## config.mk

```make
export PLATFORM = sky130hd
export DESIGN_NAME = fsf_top
export DESIGN_NICKNAME = d
export VERILOG_FILES = /design/src/rtl/fsf_pkg.sv /design/src/rtl/fsf_ctrl.sv /design/src/rtl/fsf_store.sv /design/src/rtl/fsf_flags.sv /design/src/rtl/fsf_top.sv
export SDC_FILE = /design/constraint.sdc
export NUM_CORES = 1
export LEC_CHECK = 0
export CELL_PAD_IN_SITES_DETAIL_PLACEMENT = 1
export CELL_PAD_IN_SITES_GLOBAL_PLACEMENT = 1
export CORE_ASPECT_RATIO = 1.5
export CORE_MARGIN = 8
export CORE_UTILIZATION = 25
export DETAILED_ROUTE_END_ITERATION = 6
export DONT_BUFFER_PORTS = 1
export GPL_ROUTABILITY_DRIVEN = 0
export MAX_ROUTING_LAYER = met4
export PLACE_DENSITY_LB_ADDON = 0.1
export SYNTH_ARGS = -nofsm -noshare
export SYNTH_HDL_FRONTEND = slang
export SYNTH_HIERARCHICAL = 1
export SYNTH_SLANG_ARGS = --single-unit
export TNS_END_PERCENT = 10
```

## constraint.sdc

```tcl
create_clock -name clk -period 6.65 [get_ports clk]
set_clock_uncertainty 0.2 [all_clocks]
set_input_delay 0.665 -clock clk [delete_from_list [all_inputs] [get_ports clk]]
set_output_delay 0.665 -clock clk [all_outputs]
set_load 0.02 [all_outputs]
```

## src/rtl/fsf_pkg.sv

```systemverilog
// Package: shared types for the FIFO status block.
// Assumes: nothing beyond IEEE 1800-2017.
package fsf_pkg;

    // Bundle of the six level-type status flags.
    typedef struct packed {
        logic full;
        logic almost_full;
        logic prog_full;
        logic empty;
        logic almost_empty;
        logic prog_empty;
    } fsf_flags_t;

endpackage

```

## src/rtl/fsf_ctrl.sv

```systemverilog
// Module: access control and storage pointers.
// Decides which requests are accepted, from the registered full and empty flags.
// Keeps the read pointer, the write pointer and the word count, and registers the
// per-access reports.
// Assumes: DEPTH >= 4. full and empty come from fsf_flags in the same clock domain.
module fsf_ctrl #(
    parameter int DEPTH  = 16,
    parameter int CNT_W  = $clog2(DEPTH + 1),
    parameter int ADDR_W = $clog2(DEPTH)
) (
    input  logic              clk,
    input  logic              rst_n,
    input  logic              wr_en,
    input  logic              rd_en,
    input  logic              full,
    input  logic              empty,
    output logic              wr_acc,
    output logic              rd_acc,
    output logic [ADDR_W-1:0] wptr,
    output logic [ADDR_W-1:0] rptr,
    output logic [CNT_W-1:0]  cnt_next,
    output logic              wr_ack,
    output logic              data_valid,
    output logic              overflow,
    output logic              underflow
);

    localparam logic [ADDR_W-1:0] LAST_ADDR = ADDR_W'(DEPTH - 1);

    logic [ADDR_W-1:0] wptr_q = '0;
    logic [ADDR_W-1:0] rptr_q = '0;
    logic [CNT_W-1:0]  cnt_q  = '0;
    logic              ack_q  = 1'b0;
    logic              dv_q   = 1'b0;
    logic              ovf_q  = 1'b0;
    logic              udf_q  = 1'b0;

    // Acceptance: a request passes only when its blocking flag is low and reset is released.
    always_comb begin
        wr_acc = rst_n && wr_en && !full;
        rd_acc = rst_n && rd_en && !empty;
    end

    // Next occupancy after this edge's accepted accesses.
    always_comb begin
        cnt_next = cnt_q;
        if (!rst_n) begin
            cnt_next = '0;
        end else if (wr_acc && !rd_acc) begin
            cnt_next = cnt_q + CNT_W'(1);
        end else if (rd_acc && !wr_acc) begin
            cnt_next = cnt_q - CNT_W'(1);
        end
    end

    // Pointer and count registers, with wrap-around at DEPTH.
    always_ff @(posedge clk) begin
        if (!rst_n) begin
            wptr_q <= '0;
            rptr_q <= '0;
        end else begin
            if (wr_acc) wptr_q <= (wptr_q == LAST_ADDR) ? '0 : wptr_q + ADDR_W'(1);
            if (rd_acc) rptr_q <= (rptr_q == LAST_ADDR) ? '0 : rptr_q + ADDR_W'(1);
        end
        cnt_q <= cnt_next;
    end

    // Per-access reports, registered one cycle after the request.
    always_ff @(posedge clk) begin
        if (!rst_n) begin
            ack_q <= 1'b0;
            dv_q  <= 1'b0;
            ovf_q <= 1'b0;
            udf_q <= 1'b0;
        end else begin
            ack_q <= wr_acc;
            dv_q  <= rd_acc;
            ovf_q <= wr_en && full;
            udf_q <= rd_en && empty;
        end
    end

    assign wptr       = wptr_q;
    assign rptr       = rptr_q;
    assign wr_ack     = ack_q;
    assign data_valid = dv_q;
    assign overflow   = ovf_q;
    assign underflow  = udf_q;

endmodule

```

## src/rtl/fsf_store.sv

```systemverilog
// Module: word storage and the registered read-data output.
// Assumes: wr_acc and rd_acc are never both aimed at a word that is read in the
// same cycle it is written. The control logic guarantees this, because the two
// pointers are equal only when the buffer is empty or full.
module fsf_store #(
    parameter int                WIDTH    = 8,
    parameter int                DEPTH    = 16,
    parameter int                ADDR_W   = $clog2(DEPTH),
    parameter logic [WIDTH-1:0]  DOUT_RST = '0
) (
    input  logic              clk,
    input  logic              rst_n,
    input  logic              wr_acc,
    input  logic [ADDR_W-1:0] wptr,
    input  logic [WIDTH-1:0]  din,
    input  logic              rd_acc,
    input  logic [ADDR_W-1:0] rptr,
    output logic [WIDTH-1:0]  dout
);

    logic [WIDTH-1:0] mem [DEPTH];
    logic [WIDTH-1:0] dout_q = DOUT_RST;

    // Storage write port. The contents need no reset, because the pointers define validity.
    always_ff @(posedge clk) begin
        if (wr_acc) mem[wptr] <= din;
    end

    // Read register: the reset word, a newly read word, or the held value.
    always_ff @(posedge clk) begin
        if (!rst_n)      dout_q <= DOUT_RST;
        else if (rd_acc) dout_q <= mem[rptr];
    end

    assign dout = dout_q;

endmodule

```

## src/rtl/fsf_flags.sv

```systemverilog
// Module: registered status flags and word counts.
// Computes each flag from the next occupancy, so that flags and counts change at the same edge.
// Assumes: 1 <= PE_THRESH < PF_THRESH <= DEPTH.
module fsf_flags
    import fsf_pkg::*;
#(
    parameter int DEPTH     = 16,
    parameter int CNT_W     = $clog2(DEPTH + 1),
    parameter int PF_THRESH = 12,
    parameter int PE_THRESH = 3,
    parameter bit FULL_RST  = 1'b1
) (
    input  logic             clk,
    input  logic             rst_n,
    input  logic [CNT_W-1:0] cnt_next,
    output fsf_flags_t       flags,
    output logic [CNT_W-1:0] count
);

    localparam logic [CNT_W-1:0] FULL_CNT = CNT_W'(DEPTH);
    localparam logic [CNT_W-1:0] AF_CNT   = CNT_W'(DEPTH - 1);
    localparam logic [CNT_W-1:0] PF_CNT   = CNT_W'(PF_THRESH);
    localparam logic [CNT_W-1:0] PE_CNT   = CNT_W'(PE_THRESH);
    localparam logic [CNT_W-1:0] AE_CNT   = CNT_W'(1);

    logic             full_q = 1'b0;
    logic             af_q   = 1'b0;
    logic             pf_q   = 1'b0;
    logic             empty_q = 1'b1;
    logic             ae_q   = 1'b1;
    logic             pe_q   = 1'b1;
    logic [CNT_W-1:0] cnt_q  = '0;

    // Full-type flags: the parameterised value in reset, otherwise upper thresholds.
    always_ff @(posedge clk) begin
        if (!rst_n) begin
            full_q <= FULL_RST;
            af_q   <= FULL_RST;
            pf_q   <= FULL_RST;
        end else begin
            full_q <= (cnt_next == FULL_CNT);
            af_q   <= (cnt_next >= AF_CNT);
            pf_q   <= (cnt_next >= PF_CNT);
        end
    end

    // Empty-type flags: set in reset, otherwise lower thresholds.
    always_ff @(posedge clk) begin
        if (!rst_n) begin
            empty_q <= 1'b1;
            ae_q    <= 1'b1;
            pe_q    <= 1'b1;
        end else begin
            empty_q <= (cnt_next == '0);
            ae_q    <= (cnt_next <= AE_CNT);
            pe_q    <= (cnt_next <= PE_CNT);
        end
    end

    // Published count, cleared in reset.
    always_ff @(posedge clk) begin
        if (!rst_n) cnt_q <= '0;
        else        cnt_q <= cnt_next;
    end

    always_comb begin
        flags.full         = full_q;
        flags.almost_full  = af_q;
        flags.prog_full    = pf_q;
        flags.empty        = empty_q;
        flags.almost_empty = ae_q;
        flags.prog_empty   = pe_q;
    end

    assign count = cnt_q;

endmodule

```

## src/rtl/fsf_top.sv

```systemverilog
// Module: top level of the synchronous FIFO with reset-aware status flags.
// Connects access control, storage and flag generation.
// Assumes: a single clock, a synchronous active-low reset, DEPTH >= 4 and the
// threshold ordering stated in fsf_flags.
module fsf_top
    import fsf_pkg::*;
#(
    parameter int                WIDTH     = 8,
    parameter int                DEPTH     = 16,
    parameter int                PF_THRESH = 12,
    parameter int                PE_THRESH = 3,
    parameter bit                FULL_RST  = 1'b1,
    parameter logic [WIDTH-1:0]  DOUT_RST  = '0,
    localparam int               CNT_W     = $clog2(DEPTH + 1),
    localparam int               ADDR_W    = $clog2(DEPTH)
) (
    input  logic             clk,
    input  logic             rst_n,
    input  logic             wr_en,
    input  logic [WIDTH-1:0] din,
    input  logic             rd_en,
    output logic [WIDTH-1:0] dout,
    output logic             full,
    output logic             almost_full,
    output logic             prog_full,
    output logic             empty,
    output logic             almost_empty,
    output logic             prog_empty,
    output logic             data_valid,
    output logic             wr_ack,
    output logic             overflow,
    output logic             underflow,
    output logic [CNT_W-1:0] wr_data_count,
    output logic [CNT_W-1:0] rd_data_count
);

    logic              wr_acc;
    logic              rd_acc;
    logic [ADDR_W-1:0] wptr;
    logic [ADDR_W-1:0] rptr;
    logic [CNT_W-1:0]  cnt_next;
    logic [CNT_W-1:0]  count;
    fsf_flags_t        flags;

    fsf_ctrl #(
        .DEPTH (DEPTH),
        .CNT_W (CNT_W),
        .ADDR_W(ADDR_W)
    ) u_ctrl (
        .clk       (clk),
        .rst_n     (rst_n),
        .wr_en     (wr_en),
        .rd_en     (rd_en),
        .full      (flags.full),
        .empty     (flags.empty),
        .wr_acc    (wr_acc),
        .rd_acc    (rd_acc),
        .wptr      (wptr),
        .rptr      (rptr),
        .cnt_next  (cnt_next),
        .wr_ack    (wr_ack),
        .data_valid(data_valid),
        .overflow  (overflow),
        .underflow (underflow)
    );

    fsf_store #(
        .WIDTH   (WIDTH),
        .DEPTH   (DEPTH),
        .ADDR_W  (ADDR_W),
        .DOUT_RST(DOUT_RST)
    ) u_store (
        .clk   (clk),
        .rst_n (rst_n),
        .wr_acc(wr_acc),
        .wptr  (wptr),
        .din   (din),
        .rd_acc(rd_acc),
        .rptr  (rptr),
        .dout  (dout)
    );

    fsf_flags #(
        .DEPTH    (DEPTH),
        .CNT_W    (CNT_W),
        .PF_THRESH(PF_THRESH),
        .PE_THRESH(PE_THRESH),
        .FULL_RST (FULL_RST)
    ) u_flags (
        .clk     (clk),
        .rst_n   (rst_n),
        .cnt_next(cnt_next),
        .flags   (flags),
        .count   (count)
    );

    // Port mapping of the flag bundle and the two count views.
    always_comb begin
        full          = flags.full;
        almost_full   = flags.almost_full;
        prog_full     = flags.prog_full;
        empty         = flags.empty;
        almost_empty  = flags.almost_empty;
        prog_empty    = flags.prog_empty;
        wr_data_count = count;
        rd_data_count = count;
    end

endmodule

```

==> results_tabular.tex, run 1 <==
\begin{tabular}{lr}
\hline
Metric & Value \\
\hline
\multicolumn{2}{l}{\textbf{Timing}} \\
Post-route minimum period & 2.75 ns \\
Number of slew-limit violations in the final report & 0 \\
Headroom to the max-slew limit & between 10 and 15\% \\
Max Freq & 364 MHz \\
Final worst-path cycle share & roughly two fifths \\
RSZ-0062 raised after global routing & false \\
Number of hold violations in the final report & 0 \\
Total negative slack for setup checks & 0 ns \\
Slew at the pin with the worst max-slew slack & 1.29 ns \\
Final Setup Violations & 0 \\
Post-route worst setup slack & 3.90 ns \\
\multicolumn{2}{l}{\textbf{Job}} \\
Number of maximum-capacitance violations & 0 \\
\multicolumn{2}{l}{\textbf{Synthesis}} \\
Sequential fraction of the synthesis area & a little over two thirds \\
Post-Synthesis Net Count & $\sim$470 \\
Seq cells post-synth & roughly 160 \\
Area leader, netlist & edfxtp\_1 \\
Post-synth EDFFs & 128 \\
Most area-consuming cells after synthesis & edfxtp\_1 58\%, dfxtp\_1 11\%, mux2i\_1 10\% \\
Library cells used by synthesis & 46 \\
Fraction of synthesized cell area taken by the top area cell type & approximately 60\% \\
Mean Syn Cell Area & $\sim$15 sq um \\
Synth Instances & about 450 \\
Most common cell in the netlist & edfxtp\_1 \\
Commonest cells post-synth & 128 x edfxtp\_1, 66 x mux2i\_1, 38 x nand2\_1 \\
Predominant post-synthesis flop cell & edfxtp\_1 \\
Async set or reset register ratio after synthesis & 0\% \\
Netlist area before placement & around 0.0066 sq mm \\
Ys Warns & 6 \\
\multicolumn{2}{l}{\textbf{Final layout}} \\
Final layout net count & 462 \\
Ant diodes & 0 \\
Filler-free cell count of the finished design & 792 \\
Layout cells sized above 1 & around a tenth \\
Layout overhead on the synthesized area & 12.0\% \\
Post-layout utilization of the core & around 29\% \\
\multicolumn{2}{l}{\textbf{Setup path}} \\
Data required time of the worst path & about 6.5 ns \\
Launch point of the worst reg-to-reg path & u\_flags/full\_q\$\_SDFF\_PN1\_ \\
Class of the most critical setup path & flip-flop to flip-flop \\
FF-to-FF setup slack & 3.90 ns \\
Kind of start point of the critical path & flip-flop \\
Reg2Reg Capture Point & u\_store/mem[0][4]\$\_DFFE\_PP\_ \\
Worst setup endpoint & u\_store/mem[0][4]\$\_DFFE\_PP\_ \\
Crit path capture type & flip-flop \\
Worst path arrival time & approximately 2.6 ns \\
Largest driver fanout on the critical path & 10 \\
Launch point of the critical path & u\_flags/full\_q\$\_SDFF\_PN1\_ \\
Worst-case reg-to-reg path depth & 4 \\
\multicolumn{2}{l}{\textbf{Floorplanning}} \\
Number of placed I/O pins & 40 \\
Initial standard-cell utilization of the core & 25.5\% \\
Die W & 148 um \\
Die height & roughly 210 um \\
Floorplan Core Area & around 0.026 sq mm \\
Die outline area & between 0.03 and 0.04 sq mm \\
\# rows & between 70 and 80 \\
\multicolumn{2}{l}{\textbf{Global route}} \\
GRT Util Overall & around 11\% \\
GR Layer Usage met1 & 11.6\% \\
First-pass GRT wire length & 25,000 um \\
Grt met3 use & 2.78\% \\
Vias in the first global route & $\sim$3,800 \\
Maximum number of pins on one net before global-route repair & 39 \\
GRT busiest layer & met2 \\
Met2 usage & 19.7\% \\
Antenna violations before repair & 0 \\
Total gr overflow & 0 \\
\multicolumn{2}{l}{\textbf{Status}} \\
Run status & completed \\
\multicolumn{2}{l}{\textbf{Clocking}} \\
Clock tree from TritonCTS & built \\
Cts-stage hold buffer count & 0 \\
Clock tree sinks & 164 \\
Clock Latency Late Sink & $\sim$0.43 ns \\
Maximum level of the CTS H-tree & 4 \\
Buffer count from post-CTS setup fixing & 0 \\
Clock buffer depth & 2 \\
CTS Root Buffer Type & clkbuf\_16 \\
Clock buffer count from CTS & 17 \\
Resize count post-CTS & 0 \\
Worst-path clk slew & approximately 0.07 ns \\
\multicolumn{2}{l}{\textbf{Placed design}} \\
Count of input and output buffers & 0 \\
Pre-CTS worst setup slack & $\sim$3.7 ns \\
Dpl cells & 760 \\
HPWL Detailed & about 11,000 um \\
\multicolumn{2}{l}{\textbf{Power and ir drop}} \\
Total design power & approximately 2.3 mW \\
Power Density & around 300 mW/mm\^{}2 \\
Maximum vdd ir drop & 0.167 mV \\
Total leakage power & around 2.3 nW \\
\multicolumn{2}{l}{\textbf{Routing}} \\
Number of DRC violations after detailed-routing iteration 0 & around 170 \\
Number of vias per cell & approximately 4.5 \\
Count of vias placed by the detailed router & roughly 3,600 \\
Per-cell routed wire length & around 21 um \\
Residual DRC count & 0 \\
Total length of routed wires & between 15,000 and 20,000 um \\
DR pass1 iterations & 4 \\
Antenna violation net count after detailed routing & 0 \\
\multicolumn{2}{l}{\textbf{Hold path}} \\
Tightest Hold Check Type & primary input to flip-flop \\
\hline
\end{tabular}
==> flip-flops by register name (all words and copies together) (netlist names), 4 cells and up <==
register / count
u_ctrl/rptr: 4
u_ctrl/cnt_q: 5
u_ctrl/wptr: 4
u_store/mem: 128
u_store/dout: 8
u_flags/count: 5
==> cells in the final DEF (no fill, tap or decap), types with 3 or more instances in the layout <==
cell | netlist | final
and2_1 | 11 | 11
o21ai_0 | 4 | 4
nor2b_1 | 6 | 6
a22oi_1 | 24 | 24
mux2i_1 | 66 | 66
clkinv_2 | 0 | 4
nand2_1 | 38 | 38
ha_1 | 4 | 4
inv_1 | 4 | 4
buf_4 | 14 | 5
nor3_1 | 4 | 4
a21oi_1 | 13 | 13
edfxtp_1 | 128 | 128
clkbuf_16 | 0 | 20
clkinv_4 | 0 | 4
and3_1 | 3 | 3
nand2b_1 | 4 | 4
dfxtp_1 | 36 | 35
nand3_1 | 32 | 32
xnor2_1 | 4 | 4
nor2_1 | 13 | 13
==> routing by layer <==
layer  routed length (um)  vias to the layer above  share of wire, %
met2                 9250                       71                55
met3                  597                       19               3.5
met1                 6610                     1838                39
li1                     -                     1667                 -
met5                    0                        -                 0
met4                  409                        0               2.4
==> logic make-up (layout without fill, tap and decap cells) <==
| family | after synthesis | count (layout) | synth area share [%] |
|---|---|---|---|
| and+or+nand+nor | 128 | 128 | 9.96 |
| xor gates and xnor gates | 4 | 4 | 0.532 |
| AOI/OAI and AO/OA | 51 | 51 | 5.23 |
| muxes | 66 | 66 | 10.0 |
| adders and majority gates | 4 | 4 | 0.761 |
| DFF | 164 | 164 | 69.4 |
| buffers and inverters | 34 | 42 | 4.11 |
==> worst max-delay path, cell delays in order (launching register included) <==
cell      delay [ns]
dfxtp_1         0.40
nand3b_4        0.24
inv_2           0.18
or3b_1          0.44
nor3_1          0.90
==> final cells by class <==
class,instances,area (sq um)
well taps,333,417
inverters,5,18.8
multi-input cells,253,1750
repair buffers,5,37.5
fillers,2713,18500
clock inverters,10,68.8
clock buffers,22,515
flip-flops and latches,164,4570
==> how the worst min path moves through the flow <==
| stage | cells after the start | slack [ns] | start | end |
|---|---|---|---|---|
| final | 1 | 0.1 | rst_n | u_flags/pe_q$_SDFF_PN1_ |
| after global routing | 1 | 0.08 | rst_n | u_flags/pe_q$_SDFF_PN1_ |
| after CTS | 1 | 0.08 | rst_n | u_flags/pe_q$_SDFF_PN1_ |
| after detailed placement | 1 | 0.35 | u_ctrl/cnt_q[4]$_DFF_P_ | u_ctrl/cnt_q[4]$_DFF_P_ |
| after global placement | 2 | 0.34 | u_ctrl/rptr[3]$_SDFFE_PN0P_ | u_ctrl/rptr[3]$_SDFFE_PN0P_ |
| after floorplan | 1 | 0.28 | u_ctrl/cnt_q[4]$_DFF_P_ | u_ctrl/cnt_q[4]$_DFF_P_ |
==> power breakdown <==
| part | internal (mW) | leakage (nW) | switching [mW] | total [mW] |
|---|---|---|---|---|
| Combinational | 0.0434 | 0.568 | 0.0745 | 0.118 |
| Clock | 0.553 | 0.292 | 0.403 | 0.955 |
| Sequential | 1.13 | 1.45 | 0.0516 | 1.18 |
| Total | 1.73 | 2.31 | 0.529 | 2.26 |
==> stage by stage <==
| stage | area, sq um | hold slack (ns) |
|---|---|---|
| final | 7370 | 0.0987 |
| after global routing | 7370 | 0.0847 |
| after CTS | 7370 | 0.0764 |
| after detailed placement | 6790 | 0.351 |
| after global placement | 6790 | 0.339 |
| after floorplan | 6580 | 0.283 |
Power figures use the tool's default switching activity.
==> inputs of run 2 (changes only) <==
--- a/config.mk
+++ b/config.mk
@@ -5,6 +5,7 @@
 export SDC_FILE = /design/constraint.sdc
 export NUM_CORES = 1
 export LEC_CHECK = 0
+export ABC_AREA = 1
 export CELL_PAD_IN_SITES_DETAIL_PLACEMENT = 1
 export CELL_PAD_IN_SITES_GLOBAL_PLACEMENT = 1
 export CORE_ASPECT_RATIO = 1.5
==> constraint.sdc (replaced) <==
create_clock -name clk -period 2.68 [get_ports clk]
set_clock_uncertainty 0.2 [all_clocks]
set_input_delay 0.268 -clock clk [delete_from_list [all_inputs] [get_ports clk]]
set_output_delay 0.268 -clock clk [all_outputs]
set_load 0.02 [all_outputs]
==> run 2 against run 1 <==
- routed wire length is 21% higher
- setup slack worse by 3.6 ns
- synthesized cell count is 47% higher
- area after synthesis is 4.2% higher
- worst hold slack worse by 0.069 ns
- via count is 30% higher
- global-route usage is 2.4 points higher
- power grew to 2.5 times the previous value
- final cell count is 33% higher
- largest power group unchanged
- highest routed layer unchanged
==> results_tabular.tex, run 2 <==
\begin{tabular}{lr}
\hline
Metric & Value \\
\hline
\multicolumn{2}{l}{\textbf{Synthesis}} \\
Arithmetic-cell share of the synthesized area counting full adders, half adders and majority gates & 0.730\% (was 0.761\%) \\
Commonest cells post-synth & 219 x nand2\_1, 128 x edfxtp\_1, 121 x nand3\_1 (was 128 x edfxtp\_1, 66 x mux2i\_1, 38 x nand2\_1) \\
Fraction of synthesized area in multiplexers & 0\% (was 10.0\%) \\
Library cells used by synthesis & 24 (was 46) \\
Post-Synthesis Net Count & 681 (was 467) \\
Synth Area in Simple Gates & 24.5\% (was 9.96\%) \\
Area share of xor/xnor cells in the synthesized design & 0.256\% (was 0.532\%) \\
Area leader, netlist & edfxtp\_1 (unchanged) \\
Post-synth EDFFs & 128 (unchanged) \\
Ys Warns & 6 (unchanged) \\
Compound-Gate Fraction of Synth Area & 1.39\% (was 5.23\%) \\
Most area-consuming cells after synthesis & edfxtp\_1 56\%, nand2\_1 12\%, dfxtp\_1 11\% (was edfxtp\_1 58\%, dfxtp\_1 11\%, mux2i\_1 10\%) \\
Synth Instances & 665 (was 451) \\
Predominant post-synthesis flop cell & edfxtp\_1 (unchanged) \\
Async set or reset register ratio after synthesis & 0\% (unchanged) \\
Mean Syn Cell Area & 10.3 sq um (was 14.6 sq um) \\
Most common cell in the netlist & nand2\_1 (was edfxtp\_1) \\
Seq cells post-synth & 164 (unchanged) \\
Fraction of synthesized cell area taken by the top area cell type & 56.1\% (was 58.4\%) \\
Sequential fraction of the synthesis area & 66.6\% (was 69.4\%) \\
Netlist area before placement & 0.00686 sq mm (was 0.00658 sq mm) \\
Combinational family with the most area after synthesis & simple AND/OR/NAND/NOR gates (was multiplexers) \\
\multicolumn{2}{l}{\textbf{Clocking}} \\
Clock tree sinks & 164 (unchanged) \\
Clock buffer depth & 2 (unchanged) \\
Worst-path clk slew & 0.06 ns (was 0.07 ns) \\
Clock buffer count from CTS & 17 (unchanged) \\
Clock Latency Late Sink & 0.44 ns (was 0.43 ns) \\
Clock tree from TritonCTS & built (unchanged) \\
Maximum level of the CTS H-tree & 4 (unchanged) \\
CTS Root Buffer Type & clkbuf\_16 (unchanged) \\
\multicolumn{2}{l}{\textbf{Final layout}} \\
Layout cells sized above 1 & 9.99\% (was 10.0\%) \\
Layout overhead on the synthesized area & 18.2\% (was 12.0\%) \\
Ant diodes & 0 (unchanged) \\
Post-layout instance area & 0.00810 sq mm (was 0.00737 sq mm) \\
Largest register FFs & 128 (unchanged) \\
Most flop-heavy register & u\_store/mem (unchanged) \\
Top library cells by usage in the layout, fill and taps aside & 219 x nand2\_1, 128 x edfxtp\_1, 121 x nand3\_1 (was 128 x edfxtp\_1, 66 x mux2i\_1, 38 x nand2\_1) \\
Post-layout utilization of the core & 29.9\% (was 28.5\%) \\
Final layout net count & 714 (was 462) \\
Most frequent standard cell in the layout excluding fill and tap cells & nand2\_1 (was edfxtp\_1) \\
\multicolumn{2}{l}{\textbf{Routing}} \\
Number of DRC violations after detailed-routing iteration 0 & 187 (was 168) \\
Count of vias placed by the detailed router & 4,684 (was 3,595) \\
Residual DRC count & 0 (unchanged) \\
Per-cell routed wire length & 19.4 um (was 21.3 um) \\
Number of vias per cell & 4.45 (was 4.54) \\
Antenna violation net count after detailed routing & 0 (unchanged) \\
DR pass1 iterations & 4 (unchanged) \\
Total length of routed wires & 20,400 um (was 16,900 um) \\
\multicolumn{2}{l}{\textbf{Power and ir drop}} \\
Power Density & 701 mW/mm\^{}2 (was 306 mW/mm\^{}2) \\
Total design power & 5.68 mW (was 2.26 mW) \\
Total leakage power & 3.06 nW (was 2.31 nW) \\
Maximum vdd ir drop & 0.467 mV (was 0.167 mV) \\
\multicolumn{2}{l}{\textbf{Timing}} \\
Final worst-path cycle share & 89.8\% \\
Number of hold violations in the final report & 0 (unchanged) \\
Post-route minimum period & around 2.4 ns \\
Total negative slack for setup checks & 0 ns (unchanged) \\
Max Freq & $\sim$420 MHz \\
Worst Hold Slack & 0.0297 ns (was 0.0987 ns) \\
Final Setup Violations & 0 (unchanged) \\
Headroom to the max-slew limit & 40.4\% (was 13.5\%) \\
RSZ-0062 raised after global routing & false (unchanged) \\
Slew at the pin with the worst max-slew slack & 0.891 ns (was 1.29 ns) \\
Number of slew-limit violations in the final report & 0 (unchanged) \\
\multicolumn{2}{l}{\textbf{Placed design}} \\
Post-place instance area & 0.00719 sq mm (was 0.00679 sq mm) \\
HPWL Detailed & 13,200 um (was 11,300 um) \\
Count of input and output buffers & 0 (unchanged) \\
\multicolumn{2}{l}{\textbf{Setup path}} \\
Largest driver fanout on the critical path & 12 (was 10) \\
Kind of start point of the critical path & primary input (was flip-flop) \\
Reg2Reg Capture Point & u\_flags/count[3]\$\_SDFF\_PN0\_ (was u\_store/mem[0][4]\$\_DFFE\_PP\_) \\
Class of the most critical setup path & primary input to flip-flop (was flip-flop to flip-flop) \\
Launch point of the worst reg-to-reg path & u\_flags/empty\_q\$\_SDFF\_PN1\_ (was u\_flags/full\_q\$\_SDFF\_PN1\_) \\
Crit path capture type & flip-flop (unchanged) \\
Worst-case reg-to-reg path depth & 10 (was 4) \\
Worst path arrival time & 2.53 ns (was 2.58 ns) \\
Data required time of the worst path & 2.80 ns (was 6.49 ns) \\
FF-to-FF setup slack & 0.28 ns (was 3.90 ns) \\
\multicolumn{2}{l}{\textbf{Global route}} \\
GRT Util Overall & 13.6\% (was 11.2\%) \\
Vias in the first global route & 5,174 (was 3,796) \\
Total gr overflow & 0 (unchanged) \\
Maximum number of pins on one net before global-route repair & 48 (was 39) \\
Antenna violations before repair & 0 (unchanged) \\
First-pass GRT wire length & 31,100 um (was 25,000 um) \\
\multicolumn{2}{l}{\textbf{Floorplanning}} \\
Number of placed I/O pins & 40 (unchanged) \\
Initial standard-cell utilization of the core & 25.3\% (was 25.5\%) \\
Die height & 219 um (was 215 um) \\
Die W & 151 um (was 148 um) \\
\# rows & 74 (was 72) \\
Die outline area & 0.0331 sq mm (was 0.0319 sq mm) \\
Floorplan Core Area & 0.0271 sq mm (was 0.0259 sq mm) \\
\multicolumn{2}{l}{\textbf{Job}} \\
Number of maximum-capacitance violations & 0 (unchanged) \\
\multicolumn{2}{l}{\textbf{Status}} \\
Run status & completed (unchanged) \\
\multicolumn{2}{l}{\textbf{Hold path}} \\
Sink of the worst hold path & u\_ctrl/rptr[1]\$\_SDFFE\_PN0P\_ (was u\_flags/pe\_q\$\_SDFF\_PN1\_) \\
Hold\_sp & rd\_en (was rst\_n) \\
Number of cells on the worst hold path & 2 (was 1) \\
Tightest Hold Check Type & primary input to flip-flop (unchanged) \\
\hline
\end{tabular}
[run 2: cell types whose count changed after synthesis, sizes merged, moves of 3 or more]
cell and delta:
mux2i -66, xnor2 -3, nand2 +182, nand3b -3, a22oi -24, and2 -12, buf +11, and3 -3
a21oi -3, nand3 +89, inv +33, nor2b -7, nand2b -4, nor2 +39
[run 2: kinds of logic after synthesis]
kind of cell / after synthesis
xor gates and xnor gates: 2
and+or+nand+nor: 399
adders and majority gates: 4
buffers and inverters: 78
DFF: 164
AOI/OAI and AO/OA: 18
[run 2: cell type report]
type                            count  area (sq um)
Fill cell                        3050         19000
Sequential cell                   164          4570
Multi-Input combinational cell    423          1850
Clock buffer                       23           554
Timing Repair Buffer               54           503
Tap cell                          342           428
Inverter                           38           143
Clock inverter                      9          56.3
[run 2: worst max path at each step]
stage,from,endpoint,slack (ns),cells past startpoint
after detailed placement,u_flags/empty_q$_SDFF_PN1_,u_flags/empty_q$_SDFF_PN1_,0.38,9
after global placement,u_flags/empty_q$_SDFF_PN1_,u_flags/empty_q$_SDFF_PN1_,0.46,9
after floorplan,u_flags/full_q$_SDFF_PN1_,u_store/mem[12][0]$_DFFE_PP_,0.89,4
after CTS,u_flags/empty_q$_SDFF_PN1_,u_flags/count[3]$_SDFF_PN0_,0.02,10
final,wr_en,u_ctrl/wptr[2]$_SDFFE_PN0P_,0.27,8
after global routing,u_flags/empty_q$_SDFF_PN1_,u_flags/count[3]$_SDFF_PN0_,0.04,10
[run 2: power breakdown]
group          switching (mW)  total (mW)  internal (mW)  leakage [nW]
Sequential             0.0672        2.84           2.78          1.45
Combinational           0.254       0.368          0.114          1.30
Clock                    1.01        2.47           1.46         0.310
Total                    1.33        5.68           4.35          3.06
[run 2: layer usage]
metal	track usage, %	routed length [um]
met5	-	0
met4	5.99	512
met3	2.62	491
met2	24.9	11300
met1	13.5	8130
[run 2: timing repair]
item,CTS,global route
hold endpoints to repair,164,0
gates resized for setup,0,4
endpoints found under the setup margin,0,3
setup buffers,0,0
hold buffers,29,0
[run 2: per-stage QoR]
stage	instances	setup WS, ns
6_report	1053	0.273
5_1_grt	1053	0.0427
4_1_cts	1053	0.0240
3_5_place_dp	992	0.379
3_3_place_gp	992	0.457
2_1_floorplan	665	0.892
[run 2: critical path: stages]
cell,delay (ns)
dlygate4sd3_1,0.55
nand2_2,0.07
nor2_4,0.25
nand3_1,0.14
nand2_1,0.09
dlygate4sd3_1,0.56
a21oi_1,0.04
dlygate4sd3_1,0.54
==> inputs of run 3 (changes only) <==
--- a/config.mk
+++ b/config.mk
@@ -18,6 +18,5 @@
 export PLACE_DENSITY_LB_ADDON = 0.1
 export SYNTH_ARGS = -nofsm -noshare
 export SYNTH_HDL_FRONTEND = slang
-export SYNTH_HIERARCHICAL = 1
 export SYNTH_SLANG_ARGS = --single-unit
 export TNS_END_PERCENT = 10
==> run 3 against run 2 <==
- critical path depth down 1
- first-iteration DRC count up 19%
- critical endpoint is now u_ctrl.wptr[1]$_SDFFE_PN0P_
- sequential share of layout area up 1.1 points
- combinational power up 140%
- largest cell class unchanged
- final area down 2.0%
- power up 17%
- utilization up 0.20 points
- highest routed layer unchanged
- setup slack worse by 0.024 ns
==> results_tabular.tex, run 3 <==
\begin{tabular}{lr}
\hline
Metric & Value \\
\hline
\multicolumn{2}{l}{\textbf{Timing}} \\
Slew at the pin with the worst max-slew slack & 0.778 ns (was 0.891 ns) \\
Headroom to the max-slew limit & 47.9\% (was 40.4\%) \\
Final Setup Violations & 0 (unchanged) \\
Final worst-path cycle share & 90.7\% (was 89.8\%) \\
Number of slew-limit violations in the final report & 0 (unchanged) \\
Worst Hold Slack & 0.330 ns (was 0.0297 ns) \\
Max Freq & 411 MHz (was 415 MHz) \\
Post-route worst setup slack & 0.249 ns (was 0.273 ns) \\
RSZ-0062 raised after global routing & false (unchanged) \\
Number of hold violations in the final report & 0 (unchanged) \\
Post-route minimum period & 2.43 ns (was 2.41 ns) \\
Total negative slack for setup checks & 0 ns (unchanged) \\
\multicolumn{2}{l}{\textbf{Clocking}} \\
Maximum level of the CTS H-tree & 4 (unchanged) \\
CTS Root Buffer Type & clkbuf\_16 (unchanged) \\
Resize count post-CTS & 0 (unchanged) \\
Clock Latency Late Sink & 0.43 ns (was 0.44 ns) \\
Worst-path clk slew & 0.07 ns (was 0.06 ns) \\
Cts-stage hold buffer count & 15 (was 29) \\
Clock buffer count from CTS & 17 (unchanged) \\
Buffer count from post-CTS setup fixing & 0 (unchanged) \\
Clock buffer depth & 2 (unchanged) \\
Clock tree sinks & 164 (unchanged) \\
Clock tree from TritonCTS & built (unchanged) \\
\multicolumn{2}{l}{\textbf{Power and ir drop}} \\
Maximum vdd ir drop & 0.442 mV (was 0.467 mV) \\
Total design power & 6.62 mW (was 5.68 mW) \\
Total leakage power & 2.80 nW (was 3.06 nW) \\
Power Density & 834 mW/mm\^{}2 (was 701 mW/mm\^{}2) \\
\multicolumn{2}{l}{\textbf{Synthesis}} \\
Netlist area before placement & 0.00669 sq mm (was 0.00686 sq mm) \\
Synth Instances & 599 (was 665) \\
Most area-consuming cells after synthesis & edfxtp\_1 57\%, dfxtp\_1 11\%, nor2\_1 7.5\% (was edfxtp\_1 56\%, nand2\_1 12\%, dfxtp\_1 11\%) \\
Async set or reset register ratio after synthesis & 0\% (unchanged) \\
Most common cell in the netlist & nor2\_1 (was nand2\_1) \\
Post-synth EDFFs & 128 (unchanged) \\
Ys Warns & 0 (was 6) \\
Library cells used by synthesis & 33 (was 24) \\
Commonest cells post-synth & 134 x nor2\_1, 128 x edfxtp\_1, 70 x o21ai\_0 (was 219 x nand2\_1, 128 x edfxtp\_1, 121 x nand3\_1) \\
Sequential fraction of the synthesis area & 68.2\% (was 66.6\%) \\
Seq cells post-synth & 164 (unchanged) \\
Post-Synthesis Net Count & 618 (was 681) \\
Fraction of synthesized cell area taken by the top area cell type & 57.5\% (was 56.1\%) \\
Predominant post-synthesis flop cell & edfxtp\_1 (unchanged) \\
Area leader, netlist & edfxtp\_1 (unchanged) \\
Mean Syn Cell Area & 11.2 sq um (was 10.3 sq um) \\
\multicolumn{2}{l}{\textbf{Routing}} \\
Count of vias placed by the detailed router & 4,389 (was 4,684) \\
DR pass1 iterations & 6 (was 4) \\
Per-cell routed wire length & 20.4 um (was 19.4 um) \\
Antenna violation net count after detailed routing & 0 (unchanged) \\
Total length of routed wires & 19,900 um (was 20,400 um) \\
Number of vias per cell & 4.49 (was 4.45) \\
Residual DRC count & 0 (unchanged) \\
Number of DRC violations after detailed-routing iteration 0 & 222 (was 187) \\
\multicolumn{2}{l}{\textbf{Placed design}} \\
Pre-CTS worst setup slack & 0.694 ns (was 0.379 ns) \\
HPWL Detailed & 13,800 um (was 13,200 um) \\
Count of input and output buffers & 0 (unchanged) \\
\multicolumn{2}{l}{\textbf{Setup path}} \\
Worst path arrival time & 2.55 ns (was 2.53 ns) \\
FF-to-FF setup slack & 0.28 ns (about the same) \\
Crit path capture type & flip-flop (unchanged) \\
Cells along the critical path & dlygate4sd3\_1 > buf\_12 > nand3\_4 > o21ai\_0 > dlygate4sd3\_1 > a21oi\_1 > dlygate4sd3\_1 (was dlygate4sd3\_1 > nand2\_2 > nor2\_4 > nand3\_1 > nand2\_1 > dlygate4sd3\_1 > a21oi\_1 > dlygate4sd3\_1) \\
Largest driver fanout on the critical path & 21 (was 12) \\
Data required time of the worst path & 2.80 ns (about the same) \\
CP peak stage delay & 0.58 ns (was 0.56 ns) \\
Class of the most critical setup path & primary input to flip-flop (unchanged) \\
Kind of start point of the critical path & primary input (unchanged) \\
Most common cell on crit path & dlygate4sd3\_1 (unchanged) \\
Max stage delay cell, worst path & dlygate4sd3\_1 (unchanged) \\
\multicolumn{2}{l}{\textbf{Final layout}} \\
Layout cells sized above 1 & 13.9\% (was 9.99\%) \\
Final layout net count & 646 (was 714) \\
Most frequent standard cell in the layout excluding fill and tap cells & nor2\_1 (was nand2\_1) \\
Layout overhead on the synthesized area & 18.6\% (was 18.2\%) \\
Top library cells by usage in the layout, fill and taps aside & 134 x nor2\_1, 128 x edfxtp\_1, 70 x o21ai\_0 (was 219 x nand2\_1, 128 x edfxtp\_1, 121 x nand3\_1) \\
Most flop-heavy register & u\_store.mem (was u\_store/mem) \\
Largest register FFs & 128 (unchanged) \\
Ant diodes & 0 (unchanged) \\
Number of inserted filler cells in the final layout & 2,871 (was 3,050) \\
\multicolumn{2}{l}{\textbf{Global route}} \\
Antenna violations before repair & 0 (unchanged) \\
GRT Util Overall & 13.3\% (was 13.6\%) \\
Vias in the first global route & 4,839 (was 5,174) \\
Maximum number of pins on one net before global-route repair & 68 (was 48) \\
First-pass GRT wire length & 30,300 um (was 31,100 um) \\
Total gr overflow & 0 (unchanged) \\
\multicolumn{2}{l}{\textbf{Floorplanning}} \\
Floorplan Core Area & 0.0264 sq mm (was 0.0271 sq mm) \\
Number of placed I/O pins & 40 (unchanged) \\
Die outline area & 0.0324 sq mm (was 0.0331 sq mm) \\
\# rows & 73 (was 74) \\
Die height & 216 um (was 219 um) \\
Die W & 150 um (was 151 um) \\
Initial standard-cell utilization of the core & 25.3\% (about the same) \\
\multicolumn{2}{l}{\textbf{Hold path}} \\
Tightest Hold Check Type & flip-flop to flip-flop (was primary input to flip-flop) \\
\multicolumn{2}{l}{\textbf{Status}} \\
Run status & completed (unchanged) \\
\multicolumn{2}{l}{\textbf{Job}} \\
Number of maximum-capacitance violations & 0 (unchanged) \\
\hline
\end{tabular}
run 3: cell families (layout without fill, tap and decap cells):
logic type	count (synthesis)	count (layout)	synth area share, %
DFF	164	164	68.2
xor gates and xnor gates	3	3	0.393
AOI/OAI and AO/OA	117	117	9.30
buffers and inverters	59	100	4.08
adders and majority gates	7	7	1.31
and+or+nand+nor	249	249	16.7
run 3: per-stage QoR:
stage               util, %  std cells  cell area (sq um)
finish                 30.1        977               7940
global route           30.1        977               7940
CTS                    30.1        977               7940
detailed placement     27.1        930               7160
global placement       27.1        930               7160
floorplan                 -        599               6690
run 3: report_power, final:
group          switching [mW]  leakage [nW]  internal (mW)
sequential              0.291          1.45           2.89
clock                    1.08         0.296           1.49
combinational           0.587          1.05          0.291
total                    1.95          2.80           4.67
run 3: path summary, 6_finish.rpt:
kind / cells past startpoint / from / to
setup / recovery: 7 / rst_n / u_ctrl.wptr[1]$_SDFFE_PN0P_
hold / removal: 2 / u_ctrl.wptr[0]$_SDFFE_PN0P_ / u_ctrl.wptr[0]$_SDFFE_PN0P_
setup reg to reg: 6 / u_flags.full_q$_SDFF_PN1_ / u_ctrl.wptr[1]$_SDFFE_PN0P_
hold reg to reg: 2 / u_ctrl.wptr[0]$_SDFFE_PN0P_ / u_ctrl.wptr[0]$_SDFFE_PN0P_
run 3: layer usage:
| layer | up-vias | part of all wire [%] | track usage [%] |
|---|---|---|---|
| met4 | 0 | 3.2 | 6.32 |
| met2 | 62 | 56 | 24.1 |
| li1 | 2121 | - | - |
| met1 | 2170 | 39 | 13.4 |
| met3 | 36 | 2.4 | 2.42 |
| met5 | - | 0 | - |
run 3: critical path: cells and delay by family:
| family | cells | cell delay [ns] |
|---|---|---|
| AND/OR/NAND/NOR | 1 | 0.18 |
| AO/OA/AOI/OAI | 2 | 0.22 |
| buffers and inverters | 4 | 1.89 |
run 3: area by class of cell:
class | count | area, sq um | area share [%]
Clock inverter | 15 | 189 | 2.38
Tap cell | 337 | 422 | 5.31
Multi-Input combinational cell | 376 | 1850 | 23.3
Inverter | 27 | 101 | 1.28
Clock buffer | 17 | 425 | 5.36
Timing Repair Buffer | 41 | 380 | 4.79
Sequential cell | 164 | 4570 | 57.5
